<file path="src/rtl/trap_entry_seq.sv">
module trap_entry_seq #(
  parameter int AW = 32
) (
  input  logic          clk,
  input  logic          rst_n,
  input  logic          exc_en,
  input  logic          req_mmu,
  input  logic          req_hwexc,
  input  logic          req_hwbrk,
  input  logic          req_swbrk,
  input  logic          req_irq,
  input  logic [AW-1:0] pc,
  input  logic          in_dslot,
  input  logic          in_imm,
  input  logic          br_imm,
  input  logic [AW-1:0] br_target,
  input  logic [AW-1:0] flt_addr,
  input  logic          flt_miss,
  input  logic [1:0]    acc_kind,
  input  logic [AW-1:0] msr_in,
  input  logic [AW-1:0] esr_in,
  output logic          done,
  output logic          pc_we,
  output logic [AW-1:0] new_pc,
  output logic          lr_we,
  output logic [4:0]    lr_idx,
  output logic [AW-1:0] lr_val,
  output logic          msr_we,
  output logic [AW-1:0] msr_nxt,
  output logic          esr_we,
  output logic [AW-1:0] esr_nxt,
  output logic          ear_we,
  output logic [AW-1:0] ear_nxt,
  output logic          btr_we,
  output logic [AW-1:0] btr_nxt,
  output logic          clr_flags,
  output logic          recur_err
);
  localparam int IE_B = 1, BIP_B = 3, EIP_B = 9, DS_B = 12, ST_B = 10;
  localparam int UM_B = 11, UMS_B = 12, VM_B = 13, VMS_B = 14;
  localparam logic [AW-1:0] VEC_EXC = AW'(32'h20);
  localparam logic [AW-1:0] VEC_IRQ = AW'(32'h10);
  localparam logic [AW-1:0] VEC_HBK = AW'(32'h18);
  localparam logic [AW-1:0] SAVE_CLR =
    ~((AW'(1) << VM_B) | (AW'(1) << UM_B) | (AW'(1) << VMS_B) | (AW'(1) << UMS_B));

  logic hw_ok, t_mmu, t_hw, t_hb, t_sb, t_irq, t_any, t_exc;
  logic last_mmu;
  logic [AW-1:0] msr_sv, msr_c, pc_c, esr_c, lr_c, ret_mmu;
  logic [4:0] idx_c;
  logic [4:0] code;

  assign hw_ok = req_hwexc & exc_en;
  assign t_mmu = req_mmu;
  assign t_hw  = ~req_mmu & hw_ok;
  assign t_hb  = ~req_mmu & ~hw_ok & req_hwbrk;
  assign t_sb  = ~req_mmu & ~hw_ok & ~req_hwbrk & req_swbrk;
  assign t_irq = ~req_mmu & ~hw_ok & ~req_hwbrk & ~req_swbrk & req_irq;
  assign t_exc = t_mmu | t_hw;
  assign t_any = t_exc | t_hb | t_sb | t_irq;

  assign msr_sv = (msr_in & SAVE_CLR)
                | (AW'(msr_in[VM_B]) << VMS_B)
                | (AW'(msr_in[UM_B]) << UMS_B);

  assign ret_mmu = in_dslot ? (pc - (br_imm ? AW'(8) : AW'(4)))
                            : (pc - (in_imm ? AW'(4) : AW'(0)));

  assign code = {3'b100, flt_miss, acc_kind == 2'b10};

  always_comb begin
    msr_c = msr_sv;
    pc_c  = VEC_EXC;
    lr_c  = pc;
    idx_c = 5'd17;
    esr_c = (esr_in & ~(AW'(1) << DS_B)) | (AW'(in_dslot) << DS_B);
    if (t_exc) msr_c[EIP_B] = 1'b1;
    if (t_mmu) begin
      lr_c  = ret_mmu;
      esr_c = AW'(code) | (AW'(acc_kind == 2'b01) << ST_B) | (AW'(in_dslot) << DS_B);
    end else if (t_hw) begin
      lr_c  = pc + AW'(4);
    end else if (t_hb) begin
      idx_c = 5'd16;
      pc_c  = VEC_HBK;
      msr_c[BIP_B] = 1'b1;
    end else if (t_sb) begin
      pc_c  = br_target;
      msr_c[BIP_B] = 1'b1;
    end else begin
      idx_c = 5'd14;
      pc_c  = VEC_IRQ;
      msr_c[IE_B] = 1'b0;
    end
  end

  always_ff @(posedge clk) begin
    if (!rst_n) begin
      done <= 1'b0; pc_we <= 1'b0; lr_we <= 1'b0; msr_we <= 1'b0;
      esr_we <= 1'b0; ear_we <= 1'b0; btr_we <= 1'b0;
      clr_flags <= 1'b0; recur_err <= 1'b0; last_mmu <= 1'b0;
      new_pc <= '0; lr_idx <= '0; lr_val <= '0; msr_nxt <= '0;
      esr_nxt <= '0; ear_nxt <= '0; btr_nxt <= '0;
    end else begin
      done      <= t_any;
      pc_we     <= t_any;
      msr_we    <= t_any;
      lr_we     <= t_any & ~t_sb;
      esr_we    <= t_exc;
      ear_we    <= t_mmu;
      btr_we    <= t_exc & in_dslot;
      clr_flags <= t_exc;
      recur_err <= t_mmu & last_mmu;
      if (t_any) begin
        last_mmu <= t_mmu;
        new_pc   <= pc_c;
        msr_nxt  <= msr_c;
      end
      if (t_any & ~t_sb) begin
        lr_idx <= idx_c;
        lr_val <= lr_c;
      end
      if (t_exc) esr_nxt <= esr_c;
      if (t_mmu) ear_nxt <= flt_addr;
      if (t_exc & in_dslot) btr_nxt <= br_target;
    end
  end
endmodule

</file>
<file path="config.mk">
export PLATFORM = sky130hd
export DESIGN_NAME = trap_entry_seq
export DESIGN_NICKNAME = d
export VERILOG_FILES = /design/src/rtl/trap_entry_seq.sv
export SDC_FILE = /design/constraint.sdc
export NUM_CORES = 1
export LEC_CHECK = 0
export ABC_AREA = 1
export BUFFER_PORTS_ARGS = -buffer_cell sky130_fd_sc_hd__clkbuf_2
export CORE_MARGIN = 1
export CORE_UTILIZATION = 40
export DETAILED_ROUTE_END_ITERATION = 12
export GPL_TIMING_DRIVEN = 0
export PLACE_DENSITY_LB_ADDON = 0.08
export SKIP_CTS_REPAIR_TIMING = 1
export SYNTH_ARGS = -nofsm -noshare
export SYNTH_HDL_FRONTEND = slang
export SYNTH_SLANG_ARGS = --single-unit
</file>
<file path="constraint.sdc">
create_clock -name clk -period 1.7 [get_ports clk]
set_clock_uncertainty 0.2 [all_clocks]
set_input_delay 0.17 -clock clk [delete_from_list [all_inputs] [get_ports clk]]
set_output_delay 0.17 -clock clk [all_outputs]
set_load 0.1 [all_outputs]
</file>
== Word-level counts from Yosys, hierarchy flattened ==
Index checks and enable logic that the tools add are counted.

* Logic and storage cells: 67
* Input port bits: 174
* Output and inout port bits: 206
* Bits in registers: 204

* Add/sub/neg operators: 3
* Mux-type cells: 23
* Equality and inequality tests: 2
* Bitwise gates (word level): 25

{| class="wikitable"
|+ Operators by type and width
! operator !! number
|-
| two-way mux 32 bit || 8
|-
| OR 32 x 13 -> 32 bit || 2
|-
| adder 32 x 3 -> 32 bit (second input constant) || 1
|-
| OR 32 x 15 -> 32 bit || 1
|-
| subtractor 32 x 3 -> 32 bit || 1
|-
| subtractor 32 x 4 -> 32 bit || 1
|-
| two-way mux 5 bit || 4
|-
| OR 11 x 13 -> 13 bit || 1
|-
| bitwise AND 1 bit || 11
|-
| OR 5 x 11 -> 11 bit || 1
|-
| two-way mux 1 bit || 9
|-
| NOT 1 bit || 5
|-
| two-way mux 4 bit || 1
|-
| OR 1 bit || 4
|-
| two-way mux 3 bit || 1
|-
| equality test 2 x 1 -> 1 bit (second input constant) || 1
|-
| equality test 2 bit (second input constant) || 1
|}

== Logic depth before layout (Yosys ltp) ==
Gate-level depths: netlist of run 1.

* Depth in word-level cells: 9
* Depth in mapped cells: 16
* Mapped depth without buffers: 16

== Worst setup path after synthesis of run 1 ==
No wires, ideal clock.

* Kind: input-to-reg
* Start point: in br_imm
* End point: reg lr_val[20]
* Arrival: 1.571 ns
* Stages: 15
* Slack: -0.185 ns
* Setup time: 0.114 ns
* Cell sequence: nand2_1 > inv_1 > nor2_1 > ha_1 > fa_1 > nand2_1 > nor2_1 > nand2_1 > nand2_1 > nand2_1 > nor2_1 > nand2_1 > nor2_1 > o21bai_1 > inv_1

* Word-level cells in the longest chain between the ends: 4

{| class="wikitable"
|+ Ends and longest elaborated chain
! item !! RTL line !! text
|-
| from (decl) || 15 || <nowiki>input logic br_imm,</nowiki>
|-
| two-way mux 4 bit || 66 || <nowiki>assign ret_mmu = in_dslot ? (pc - (br_imm ? AW'(8) : AW'(4)))</nowiki>
|-
| subtractor 32 x 4 -> 32 bit || 66 ||
|-
| two-way mux 32 bit || 66 ||
|-
| two-way mux 32 bit || 78 || <nowiki>if (t_mmu) begin</nowiki>
|-
| to (signal assigned) || 121 || <nowiki>lr_val <= lr_c;</nowiki>
|-
| to (decl) || 27 || <nowiki>output logic [AW-1:0] lr_val,</nowiki>
|}

Every way passes these cells.
A chain may end at the register's enable or synchronous reset.

== Final worst setup path of run 1 ==
* Start point: in in_dslot
* End point: reg lr_val[20]

* Word-level cells in the longest chain between the ends: 2

{| class="wikitable"
|+ Ends and longest elaborated chain
! item !! RTL line !! text
|-
| from (decl) || 13 || <nowiki>input logic in_dslot,</nowiki>
|-
| two-way mux 32 bit || 66 ||
|-
| two-way mux 32 bit || 78 ||
|}

Every way passes these cells.

==> results of run 1 <==
==> report_power, final <==
group / switching (W) / internal, W / total, W
Clock: 0.00214 / 0.00206 / 0.00420
Sequential: 0.000140 / 0.00495 / 0.00509
Combinational: 0.00297 / 0.000839 / 0.00381
==> routing by layer <==
layer | up-vias | part of all wire, %
met5 | - | 0
met4 | 0 | 1.7
met3 | 43 | 6.3
met2 | 388 | 50
met1 | 4544 | 42
li1 | 5018 | -
==> metrics by stage <==
stage | cells | setup TNS (ns) | instance area (µm²) | utilization [%]
2_1_floorplan | 1215 | -0.1329 | 8548 | -
3_3_place_gp | 1854 | -50.56 | 10730 | 52.37
3_5_place_dp | 1854 | -52.86 | 10730 | 52.37
4_1_cts | 1886 | -0.5880 | 11360 | 55.42
5_1_grt | 2041 | -1.060 | 12970 | 63.28
6_report | 2042 | -0.05697 | 12970 | 63.30
==> critical path: cells and delay by family <==
family / cells / cell delay, ns
AND/OR/NAND/NOR: 11 / 0.96
adder cells (fa/ha/maj): 2 / 0.40
AO/OA/AOI/OAI: 1 / 0.13
buffers and inverters: 3 / 0.18
==> sequential cells by signal, summed over array words and instances (netlist names) <==
register,flops
recur_err,1
lr_val,32
msr_we,1
ear_we,1
lr_idx,3
lr_we,1
clr_flags,1
esr_nxt,32
last_mmu,1
new_pc,32
ear_nxt,32
msr_nxt,30
btr_nxt,32
btr_we,1
==> worst max path at each step <==
stage / slack, ns / cells past startpoint / endpoint / from
2_1_floorplan: -0.11 / 16 / lr_val[20] / br_imm
3_3_place_gp: -0.64 / 17 / lr_val[20] / in_dslot
3_5_place_dp: -0.67 / 17 / lr_val[20] / in_dslot
4_1_cts: -0.20 / 17 / lr_val[20] / in_dslot
5_1_grt: -0.16 / 17 / lr_val[20] / in_dslot
6_report: -0.03 / 17 / lr_val[20] / in_dslot
==> cell families (layout without fill, tap and decap cells) <==
logic type               count (synthesis)  after routing  share of synthesized area [%]
AO/OA/AOI/OAI                          249            249                          15.21
XOR/XNOR                                 8              8                         0.8255
adder cells (fa/ha/maj)                  4              4                         0.6782
buffers and inverters                  141            696                          7.135
flip-flops                             200            200                          47.18
other                                    1              4                        0.04419
AND/OR/NAND/NOR                        611            611                          28.93
==> final cells by class <==
cell class	count	area, µm²	share of cell area (%)
Clock buffer	18	439.2	3.385
Tap cell	270	337.8	2.604
Clock inverter	14	185.2	1.427
Inverter	65	251.5	1.939
Buffer	76	365.4	2.816
Antenna cell	2	5.005	0.03858
Multi-Input combinational cell	874	3979	30.67
Sequential cell	200	4008	30.89
Timing Repair Buffer	523	3402	26.22
==> Yosys cell counts (4+ instances only) <==
| cell | n | area (µm²) |
|---|---|---|
| sky130_fd_sc_hd__nand3_1 | 47 | 235.2 |
| sky130_fd_sc_hd__dfxtp_1 | 200 | 4004 |
| sky130_fd_sc_hd__inv_2 | 6 | 22.52 |
| sky130_fd_sc_hd__o22ai_1 | 4 | 25.02 |
| sky130_fd_sc_hd__xor2_1 | 4 | 35.03 |
| sky130_fd_sc_hd__inv_1 | 59 | 221.5 |
| sky130_fd_sc_hd__o21ai_1 | 5 | 25.02 |
| sky130_fd_sc_hd__nor2_1 | 281 | 1055 |
| sky130_fd_sc_hd__nor2_4 | 4 | 45.04 |
| sky130_fd_sc_hd__clkbuf_1 | 34 | 127.6 |
| sky130_fd_sc_hd__nand2_1 | 245 | 919.6 |
| sky130_fd_sc_hd__a21oi_1 | 89 | 445.4 |
| sky130_fd_sc_hd__buf_1 | 4 | 15.01 |
| sky130_fd_sc_hd__o21ai_0 | 138 | 690.7 |
| sky130_fd_sc_hd__buf_4 | 9 | 67.56 |
| sky130_fd_sc_hd__nand4_1 | 14 | 87.58 |
| sky130_fd_sc_hd__nor3_1 | 12 | 60.06 |
| sky130_fd_sc_hd__buf_2 | 26 | 130.1 |
| sky130_fd_sc_hd__xnor2_1 | 4 | 35.03 |
==> impl_metrics.json, run 1 <==
{
  "initialDrtViolationCount": 512,
  "yosys_most_used_dff": "sky130_fd_sc_hd__dfxtp_1",
  "postSynthAreaPerCell_um2": 6.991,
  "wl_per_cell_um": 16.03,
  "gr-usage-met3_pct": 5.864,
  "synth_cell_type_count": 37,
  "worst_hold_slack_ns": -0.07367,
  "worst_slew_margin_rel_pct": 52.41,
  "die-area_mm2": 0.02180,
  "gr_layer_usage_met1_pct": 34.31,
  "drt_first_pass_iters": 5,
  "asyncSetResetFlopFracSynth_pct": 0,
  "total_power_w": 0.01310,
  "netlist_area_before_placement_mm2": 0.008487,
  "leakagePower_nw": 6.220,
  "setup_slack_reg_to_reg_ns": 0.70,
  "setup_slack_after_placement_ns": -0.6654,
  "failing_checks": "hold timing, setup timing",
  "insertion_delay_ns": 0.44,
  "timing.hold.worst.class": "input pin to flop",
  "timing.critical_path.slowest_cell_delay_ns": 0.24,
  "drt_via_density": 4.894,
  "cts.path.max_buffers": 2,
  "crit-reg2reg-launch": "lr_val[20]",
  "ir_worst_vdd_mv": 0.7206,
  "fillCellCount": 1931,
  "nNetsFinal": 1935,
  "cell_by_cell_trace_of_the_critical_path": "buf_12, nand2_8, inv_6, nor2_4, ha_4, fa_2, nand2_1, nor2_1, nand2_1, nand2_2, nand2_2, nor2_4, nand2_2, nand2_2, nand2_1, o21bai_1, inv_1",
  "antenna_found_initial": 1,
  "global_route.usage.total_pct": 27.97,
  "worstMarginPinSlew_ns": 0.7138,
  "timing.critical_path.mode_cell": "sky130_fd_sc_hd__nand2_2",
  "drt_wl_total_um": 32740,
  "synth-seq-cells": 200,
  "die_height_um": 147.7,
  "top_usage_layer": "met2",
  "netlist_instances": 1214,
  "run_status": "complete, but fails checks",
  "drv.max_cap_violation_count": 0,
  "critical_path_required_ns": 1.83,
  "route.detailed.drc": 0,
  "fp-row-count": 52,
  "power-per-cell-area_mw_per_mm2": 1010,
  "grt.overflow.total": 0,
  "route.antenna.remaining_nets": 0,
  "worst_r2r_endpoint": "lr_val[20]",
  "synth_edf_count": 0,
  "worst_slack_ns": -0.03228,
  "port_buffers": 369,
  "final-setup-viol-count": 2,
  "floorplan.core_area_mm2": 0.02049,
  "holdPathEnd": "lr_val[28]",
  "clock_net_sink_count": 200,
  "slew_violations": 0,
  "cts_root_buf": "sky130_fd_sc_hd__clkbuf_16",
  "gp_routability_congestion": 0.9288,
  "layout_commonest_cell": "sky130_fd_sc_hd__clkbuf_2",
  "cts_tree": "done",
  "critPathLaunchType": "input pin",
  "start_util_pct": 41.41,
  "first_global_vias": 8624,
  "io_pins": 380,
  "grt_setup_unrepaired": "true",
  "timing.final.crit_share_pct": 101.9,
  "r2r.worst_path.cells": 3,
  "timing_worst_setup_path_type": "input pin to flop",
  "first_pass_grt_wire_length_um": 47020,
  "drive_above_1_share_pct": 27.63,
  "timing.fmax_ghz": 0.5773,
  "hold_path_depth": 4,
  "finalHoldViolCount": 14,
  "die_width_um": 147.7,
  "clk_pin_slew_ns": 0.08,
  "hold_path.startpoint": "pc[28]",
  "post-dp-hpwl_um": 24020,
  "grt_met2_use_pct": 49.41,
  "critical_path.max_fanout": 4,
  "critical-path-slowest-cell": "sky130_fd_sc_hd__fa_2",
  "cts_made_buffers": 17,
  "worst_ep_arrival_time_ns": 1.86,
  "yosysSeqAreaShare_pct": 47.18,
  "critical_path_end_type": "flop",
  "grt_max_degree": 23,
  "htree_levels": 4,
  "fin_crit_ns": 1.732,
  "vias_after_detailed_routing": 9993,
  "most_frequent_cells_in_the_layout": "361 x sky130_fd_sc_hd__clkbuf_2, 274 x sky130_fd_sc_hd__nor2_1, 238 x sky130_fd_sc_hd__nand2_1, 197 x sky130_fd_sc_hd__dfxtp_1, 147 x sky130_fd_sc_hd__dlygate4sd3_1",
  "yosysWarnings": 0,
  "syn_to_final_growth_pct": 52.85
}
Power figures use the tool's default switching activity.
==> run 2: changes to the inputs <==
--- a/config.mk
+++ b/config.mk
@@ -16,3 +16,4 @@
 export SYNTH_ARGS = -nofsm -noshare
 export SYNTH_HDL_FRONTEND = slang
 export SYNTH_SLANG_ARGS = --single-unit
+export TNS_END_PERCENT = 5
==> impl_metrics.json, run 2 (same netlist as run 1, synthesis figures left out) <==
{
  "run_status": "complete, but fails checks",
  "failing_checks": "hold timing, setup timing",
  "clk_pin_slew_ns": 0.07,
  "htree_levels": 4,
  "timing.hold.worst.class": "input pin to flop",
  "port_buffers": 369,
  "post-dp-hpwl_um": 24280,
  "cts.path.max_buffers": 2,
  "hold_path.startpoint": "pc[12]",
  "floorplan.core_area_mm2": 0.02049,
  "cts_tree": "done",
  "vias_after_detailed_routing": 9991,
  "timing.fmax_ghz": 0.5679,
  "finalHoldViolCount": 10,
  "route.detailed.drc": 0,
  "route.antenna.remaining_nets": 0,
  "leakagePower_nw": 6.193,
  "fp-row-count": 52,
  "critical_path.max_fanout": 4,
  "slew_violations": 0,
  "cts_made_buffers": 17,
  "worst_slack_ns": -0.06100,
  "first_pass_grt_wire_length_um": 47270,
  "fin_crit_ns": 1.761,
  "global_route.usage.total_pct": 28.05,
  "gp_routability_congestion": 0.9145,
  "die_height_um": 147.7,
  "ir_worst_vdd_mv": 0.7210,
  "initialDrtViolationCount": 569,
  "multi_input_area_mm2": 0.003921,
  "final_cell_count_no_fill": 2040,
  "fillCellCount": 1939,
  "timing_worst_setup_path_type": "input pin to flop",
  "grt_max_degree": 21,
  "die-area_mm2": 0.02180,
  "antenna_found_initial": 2,
  "grt.overflow.total": 0,
  "die_width_um": 147.7,
  "layout_commonest_cell": "sky130_fd_sc_hd__clkbuf_2",
  "drive_above_1_share_pct": 26.98,
  "setup.worst_path.start": "in_dslot",
  "syn_to_final_growth_pct": 51.75,
  "setup_slack_after_placement_ns": -0.6269,
  "placed_cells": 1854,
  "timing.final.crit_share_pct": 103.6,
  "worst_ep_arrival_time_ns": 1.89,
  "drt_first_pass_iters": 5,
  "critical_path_end_type": "flop",
  "grt_setup_unrepaired": "true",
  "most_frequent_cells_in_the_layout": "362 x sky130_fd_sc_hd__clkbuf_2, 276 x sky130_fd_sc_hd__nor2_1, 240 x sky130_fd_sc_hd__nand2_1, 199 x sky130_fd_sc_hd__dfxtp_1, 147 x sky130_fd_sc_hd__dlygate4sd3_1",
  "crit-reg2reg-launch": "ear_nxt[27]",
  "worst_hold_slack_ns": -0.04670,
  "clock_net_sink_count": 200,
  "nNetsFinal": 1934,
  "cts_root_buf": "sky130_fd_sc_hd__clkbuf_16",
  "critPathLaunchType": "input pin",
  "insertion_delay_ns": 0.43,
  "drt_via_density": 4.898,
  "seq_area_mm2": 0.004005,
  "drv.max_cap_violation_count": 0,
  "io_pins": 380,
  "first_global_vias": 8592,
  "start_util_pct": 41.41,
  "drt_wl_total_um": 33070,
  "final-setup-viol-count": 7,
  "worst_slew_margin_rel_pct": 50.63,
  "critical_path_required_ns": 1.83,
  "power-per-cell-area_mw_per_mm2": 1012,
  "worstMarginPinSlew_ns": 0.7405,
  "wl_per_cell_um": 16.21
}
run 2: metal layers:
layer | wire (µm) | vias to the layer above | part of all wire (%) | track usage, %
met1 | 13630 | 4553 | 41 | 34.66
met5 | 0 | - | 0 | 0
li1 | - | 5000 | - | -
met4 | 842 | 0 | 2.5 | 9.278
met3 | 2229 | 59 | 6.7 | 6.235
met2 | 16370 | 379 | 49 | 48.16
run 2: path summary, 6_finish.rpt:
| check | end | slack (ns) | cells after the start |
|---|---|---|---|
| max | lr_val[20] | -0.06 | 17 |
| min | lr_val[12] | -0.05 | 4 |
| max reg2reg | ear_nxt[27] | 0.76 | 2 |
| min reg2reg | lr_idx[0] | 0.26 | 2 |
run 2: layout make-up:
cell class / instances / share of cell area [%]
antenna: 2 / 0.03886
buffer: 76 / 2.817
clock buffer: 17 / 3.303
clock inverter: 14 / 1.399
inverter: 65 / 1.894
multi-input combinational: 874 / 30.45
sequential: 200 / 31.10
tap: 270 / 2.623
timing repair buffer: 522 / 26.38
run 2: metrics by stage:
stage | area, µm² | TNS [ns] | hold WS [ns] | utilization [%] | power [W]
after floorplan | 8496 | -1.077 | 0.1049 | - | 0.007861
after global placement | 10680 | -49.08 | 0.1922 | 52.11 | 0.008645
after detailed placement | 10680 | -52.84 | 0.1979 | 52.11 | 0.008666
after CTS | 11290 | -1.410 | -0.2567 | 55.07 | 0.01281
after global routing | 12880 | -2.764 | -0.003146 | 62.84 | 0.01349
final | 12880 | -0.1948 | -0.04670 | 62.84 | 0.01304
run 2: critical path, stage by stage:
cell and delay [ns]:
sky130_fd_sc_hd__buf_8 0.10, sky130_fd_sc_hd__nand2_4 0.06, sky130_fd_sc_hd__inv_2 0.04, sky130_fd_sc_hd__nor2_2 0.10
sky130_fd_sc_hd__ha_2 0.20, sky130_fd_sc_hd__fa_2 0.25, sky130_fd_sc_hd__nand2_1 0.06, sky130_fd_sc_hd__nor2_1 0.11
sky130_fd_sc_hd__nand2_1 0.09, sky130_fd_sc_hd__nand2_2 0.09, sky130_fd_sc_hd__nand2_2 0.08, sky130_fd_sc_hd__nor2_4 0.13
sky130_fd_sc_hd__nand2_2 0.09, sky130_fd_sc_hd__nand2_1 0.07, sky130_fd_sc_hd__nand2_1 0.05, sky130_fd_sc_hd__o21bai_1 0.13
sky130_fd_sc_hd__inv_1 0.04
run 2: where the power goes:
| part | internal (W) | total (W) | switching, W | leakage [nW] |
|---|---|---|---|---|
| logic | 0.000831 | 0.00379 | 0.00296 | 4.26 |
| registers | 0.00495 | 0.00509 | 0.000140 | 1.65 |
| clock network | 0.00212 | 0.00415 | 0.00204 | 0.285 |
